<file path="src/rtl/spdmem_pkg.sv">
package spdmem_pkg;

   typedef enum logic [1:0] {
      ST_IDLE   = 2'd0,
      ST_CLEAR  = 2'd1,
      ST_SEARCH = 2'd2,
      ST_HOLD   = 2'd3
   } spd_state_t;

endpackage

</file>
<file path="src/rtl/spdmem_cmpin.sv">
module spdmem_cmpin #(
   parameter int SYNC_STAGES = 0
) (
   input  logic clk,
   input  logic rst_n,
   input  logic raw_i,
   output logic cond_o
);

   if (SYNC_STAGES < 0 || SYNC_STAGES > 4) begin : g_bad_sync
      $error("spdmem_cmpin: SYNC_STAGES must be in 0..4");
   end

   if (SYNC_STAGES == 0) begin : g_direct
      assign cond_o = raw_i;
   end else begin : g_sync
      logic [SYNC_STAGES-1:0] pipe_q;
      always_ff @(posedge clk or negedge rst_n) begin
         if (!rst_n) pipe_q <= '0;
         else        pipe_q <= {pipe_q[SYNC_STAGES-1:0], raw_i} >> 0;
      end
      assign cond_o = pipe_q[SYNC_STAGES-1];
   end

endmodule

</file>
<file path="src/rtl/spdmem_cnt.sv">
module spdmem_cnt #(
   parameter int WIDTH = 9
) (
   input  logic             clk,
   input  logic             rst_n,
   input  logic             clr_i,
   input  logic             inc_i,
   output logic [WIDTH-1:0] code_o
);

   localparam logic [WIDTH-1:0] ONE = WIDTH'(1);

   logic [WIDTH-1:0] code_q;

   always_ff @(posedge clk or negedge rst_n) begin
      if (!rst_n)     code_q <= '0;
      else if (clr_i) code_q <= '0;
      else if (inc_i) code_q <= code_q + ONE;
   end

   assign code_o = code_q;

endmodule

</file>
<file path="src/rtl/spdmem_seq.sv">
module spdmem_seq
   import spdmem_pkg::*;
#(
   parameter int WIDTH     = 9,
   parameter int CEIL_CODE = 222
) (
   input  logic             clk,
   input  logic             rst_n,
   input  logic             tick_en,
   input  logic             store_req,
   input  logic             erase_req,
   input  logic             below_i,
   input  logic [WIDTH-1:0] code_i,
   output logic             clr_o,
   output logic             inc_o,
   output logic             done_o
);

   localparam logic [WIDTH-1:0] CEIL = WIDTH'(CEIL_CODE);

   spd_state_t state_q, state_d;
   logic       done_q, done_d;
   logic       at_ceil;

   assign at_ceil = (code_i >= CEIL);

   always_comb begin
      state_d = state_q;
      done_d  = done_q;
      clr_o   = 1'b0;
      inc_o   = 1'b0;
      if (erase_req) begin
         state_d = ST_IDLE;
         done_d  = 1'b0;
         clr_o   = 1'b1;
      end else if (store_req) begin
         state_d = ST_CLEAR;
         done_d  = 1'b0;
      end else if (tick_en) begin
         case (state_q)
            ST_CLEAR: begin
               clr_o   = 1'b1;
               state_d = ST_SEARCH;
            end
            ST_SEARCH: begin
               if (below_i && !at_ceil) begin
                  inc_o = 1'b1;
               end else begin
                  state_d = ST_HOLD;
                  done_d  = 1'b1;
               end
            end
            default: ;
         endcase
      end
   end

   always_ff @(posedge clk or negedge rst_n) begin
      if (!rst_n) begin
         state_q <= ST_IDLE;
         done_q  <= 1'b0;
      end else begin
         state_q <= state_d;
         done_q  <= done_d;
      end
   end

   assign done_o = done_q;

   AST_CODE_CEIL: assert property (@(posedge clk) disable iff (!rst_n)
      code_i <= CEIL);

   AST_ERASE_ZERO: assert property (@(posedge clk) disable iff (!rst_n)
      erase_req |=> (code_i == '0 && !done_q));

   AST_NO_TICK_HOLD: assert property (@(posedge clk) disable iff (!rst_n)
      (!tick_en && !erase_req) |=> $stable(code_i));

   AST_SINGLE_STEP: assert property (@(posedge clk) disable iff (!rst_n)
      !$stable(code_i) |-> (code_i == '0 || code_i == $past(code_i) + WIDTH'(1)));

   AST_DONE_KEEP: assert property (@(posedge clk) disable iff (!rst_n)
      (done_q && !store_req && !erase_req) |=> (done_q && $stable(code_i)));

endmodule

</file>
<file path="src/rtl/spdmem_track.sv">
module spdmem_track #(
   parameter int WIDTH       = 9,
   parameter int CEIL_CODE   = 222,
   parameter int SYNC_STAGES = 0
) (
   input  logic             clk,
   input  logic             rst_n,
   input  logic             tick_en,
   input  logic             store_req,
   input  logic             erase_req,
   input  logic             below_i,
   output logic [WIDTH-1:0] code_o,
   output logic             done_o
);

   if (WIDTH < 2 || WIDTH > 16) begin : g_bad_width
      $error("spdmem_track: WIDTH must be in 2..16");
   end
   if (CEIL_CODE < 1 || CEIL_CODE >= (1 << WIDTH)) begin : g_bad_ceil
      $error("spdmem_track: CEIL_CODE must fit in WIDTH bits and be nonzero");
   end

   logic             below_c;
   logic             clr_w, inc_w;
   logic [WIDTH-1:0] code_w;

   spdmem_cmpin #(.SYNC_STAGES(SYNC_STAGES)) u_cmpin (
      .clk    (clk),
      .rst_n  (rst_n),
      .raw_i  (below_i),
      .cond_o (below_c)
   );

   spdmem_seq #(.WIDTH(WIDTH), .CEIL_CODE(CEIL_CODE)) u_seq (
      .clk       (clk),
      .rst_n     (rst_n),
      .tick_en   (tick_en),
      .store_req (store_req),
      .erase_req (erase_req),
      .below_i   (below_c),
      .code_i    (code_w),
      .clr_o     (clr_w),
      .inc_o     (inc_w),
      .done_o    (done_o)
   );

   spdmem_cnt #(.WIDTH(WIDTH)) u_cnt (
      .clk    (clk),
      .rst_n  (rst_n),
      .clr_i  (clr_w),
      .inc_i  (inc_w),
      .code_o (code_w)
   );

   assign code_o = code_w;

endmodule

</file>
<file path="config.mk">
export PLATFORM = sky130hd
export DESIGN_NAME = spdmem_track
export DESIGN_NICKNAME = d
export VERILOG_FILES = /design/src/rtl/spdmem_pkg.sv /design/src/rtl/spdmem_cmpin.sv /design/src/rtl/spdmem_cnt.sv /design/src/rtl/spdmem_seq.sv /design/src/rtl/spdmem_track.sv
export SDC_FILE = /design/constraint.sdc
export NUM_CORES = 1
export LEC_CHECK = 0
export CORE_MARGIN = 2
export CORE_UTILIZATION = 52
export CTS_CLUSTER_SIZE = 40
export DETAILED_ROUTE_END_ITERATION = 8
export DONT_BUFFER_PORTS = 1
export PLACE_DENSITY_LB_ADDON = 0.05
export SYNTH_ARGS = -nofsm -noshare
export SYNTH_HDL_FRONTEND = slang
export SYNTH_SLANG_ARGS = --single-unit
</file>
<file path="constraint.sdc">
create_clock -name clk -period 1.6 [get_ports clk]
set_input_delay 0.32 -clock clk [delete_from_list [all_inputs] [get_ports clk]]
set_output_delay 0.32 -clock clk [all_outputs]
set_load 0.005 [all_outputs]
</file>
==> impl_metrics.yaml <==
synth:
  synth_seq_cells: 12
  synth.cell_area_um2: 681
  synth_nets: 81
  synth_top_area_cell: "dfrtp_1"
  synth_seq_area_share: 0.441
  synth.most_common_cell: "dfrtp_1"
  netlist.area_leader.share: 0.441
  async_flop_share: 1.00
  synth_area_per_cell_um2: 9.59
  synth_common_cells: "dfrtp_1, a21oi_1, or3_1"
  synth_warnings: 0
  synth_edf_count: 0
  netlist_instances: 71
  synth_flop_cell: "dfrtp_1"
  ys_types: 26
  synth_area_leaders: "dfrtp_1, ha_1, or3_1"
sta:
  slew_violations: 0
  setup_violations: 8
  period_minus_slack_ns: 1.67
  fmax_mhz: 600
  hold_violations: 0
  slew_headroom: 0.610
  rsz0062_at_grt: "true"
  timing.final.crit_share: 1.04
  tightest_slew_ns: 0.583
  tns_ns: -0.299
  worst_slack_ns: -0.0680
  fin_worst_skew_ns: 0.00863
floorplan:
  start_util: 0.536
  die_h_um: 40.2
  num_rows: 13
  core_mm2: 0.00127
  io_pins: 16
  die_x_um: 40.2
  die_area_mm2: 0.00161
worst_setup_path:
  crit_type: "reg -> reg"
  worst-path-buf-inv: 1
  slowest_stage: "or4_1"
  crit_path_end_kind: "flop"
  crit_chain: "ha_1, o211ai_1, buf_4, o211ai_4, or4_1, a21oi_2"
  critPathLaunchType: "flop"
  cp.arrival_ns: 1.88
  cp_max_fo: 7
  required_ns: 1.82
  max_stage_delay_ns: 0.45
  cp_top_family: "simple AND/OR/NAND/NOR gates"
layout:
  antennaDiodeCount: 0
  instances_no_fill: 113
  nets: 109
  area_growth_pct: 51.5
  final_layout_size_suffix_gt1_frac: 0.449
  final_util: 0.813
placement:
  dp.cells: 103
  port_buffers: 0
  gp_congestion: 0.763
  pre_cts_slack_ns: -0.185
  dpl.hpwl_mm: 1.18
clocking:
  clockBufferDepth: 2
  h-tree-depth: 1
  clk_pin_slew_worst_paths_ns: 0.08
  cts_tree: "yes"
  cts_root_buf: "clkbuf_4"
  clk_latency_ns: 0.28
  cts_inserted_buffers: 3
  cts.sinks: 12
routing:
  first_pass_iters: 4
  routed_wl_mm: 1.88
  final_antenna_net_count: 0
  wl_per_cell_um: 16.6
  via_count: 662
  drc_errors: 0
  vias_per_cell: 5.86
  drt_iter0_markers: 29
pwr:
  ir_worst_vdd_mv: 0.555
  power.leakage_nw: 0.430
  p_per_area_mw_per_mm2: 625
grt:
  grt_antenna_before_repair: 0
  grt_overflow: 0
  grt_pass1_wl_mm: 2.79
  grt_start_max_net_pins: 13
  grt_pass1_vias: 645
  grt.total_usage: 0.271
min_path:
  worstHoldPathType: "in -> reg"
job:
  maxCapViolCount: 0
outcome:
  status: "finished, violations left"
  violations: "setup timing"
-- per-stage QoR --
step           cell area [µm²]  hold WS (ns)  total power [mW]
3_3_place_gp               838        0.0246             0.369
5_1_grt                   1030        0.0843             0.669
4_1_cts                    963         0.107             0.629
2_1_floorplan              693        0.0244             0.353
3_5_place_dp               838        0.0247             0.371
6_report                  1030        0.0851             0.645
-- report_power, final --
part / internal (mW) / total (mW) / switching [mW] / leakage (nW)
clock network: 0.138 / 0.245 / 0.106 / 0.0210
registers: 0.308 / 0.313 / 0.00496 / 0.165
logic: 0.0424 / 0.0872 / 0.0449 / 0.244
-- cell usage in the layout, fill, tap and decap left out, types with 2 or more instances in the layout --
master	count
nand3_1	2
o211ai_1	2
dfrtp_1	12
ha_1	2
o21ai_0	2
nor2_1	2
or4_1	2
or3_1	5
inv_1	3
a21oi_2	5
buf_4	22
nand4_1	3
clkbuf_4	3
o21ai_1	3
o21a_1	2
o211ai_4	2
nand2_1	4
-- repair_timing --
| action | CTS | global route |
|---|---|---|
| hold buffers | 1 | 0 |
| resized for setup | 10 | 13 |
| hold endpoints to repair | 12 | 0 |
| pin swaps | 8 | 7 |
| setup buffers | 2 | 2 |
| cloned | 1 | 0 |
| endpoints found under the setup margin | 11 | 11 |
-- state kept, by name, summed over array words and instances (netlist names) --
| name | flops |
|---|---|
| u_cnt.code_o | 9 |
| u_seq.done_o | 1 |
| u_seq.state_q | 2 |
-- routing by layer --
layer	routed length, µm	up-vias	part of all wire	track usage
met5	0	-	0	0
met4	37	0	0.020	0.100
met3	94	7	0.050	0.0611
met1	826	315	0.44	0.316
met2	922	18	0.49	0.480
li1	-	322	-	-
-- layout make-up --
class                      count  area [µm²]
multi-input combinational     54         474
timing repair buffer          24         186
clock buffer                   4        36.3
inverter                       4        15.0
tap                           15        18.8
sequential                    12         300
fill                          84         238
-- cell families after synthesis --
logic type      synth area share
simple gates               0.248
compound gates             0.186
flops                      0.441
buf+inv                   0.0368
fa+ha+maj                 0.0735
mux                       0.0147
-- worst paths after layout --
path                                                    from                           end  slack (ns)  cells past startpoint
min in group asynchronous                              rst_n   u_cnt.code_o[5]$_DFFE_PN0P_        0.47                      1
worst min-delay path                               store_req      u_seq.done_o$_DFFE_PN0P_        0.09                      1
worst max-delay path             u_cnt.code_o[1]$_DFFE_PN0P_   u_cnt.code_o[5]$_DFFE_PN0P_       -0.07                      6
worst min register to register  u_seq.state_q[1]$_DFFE_PN0P_  u_seq.state_q[1]$_DFFE_PN0P_        0.58                      1
worst max register to register   u_cnt.code_o[1]$_DFFE_PN0P_   u_cnt.code_o[5]$_DFFE_PN0P_       -0.07                      6
max in group asynchronous                              rst_n   u_cnt.code_o[2]$_DFFE_PN0P_        0.74                      1
(Power assumes the default switching activity.)
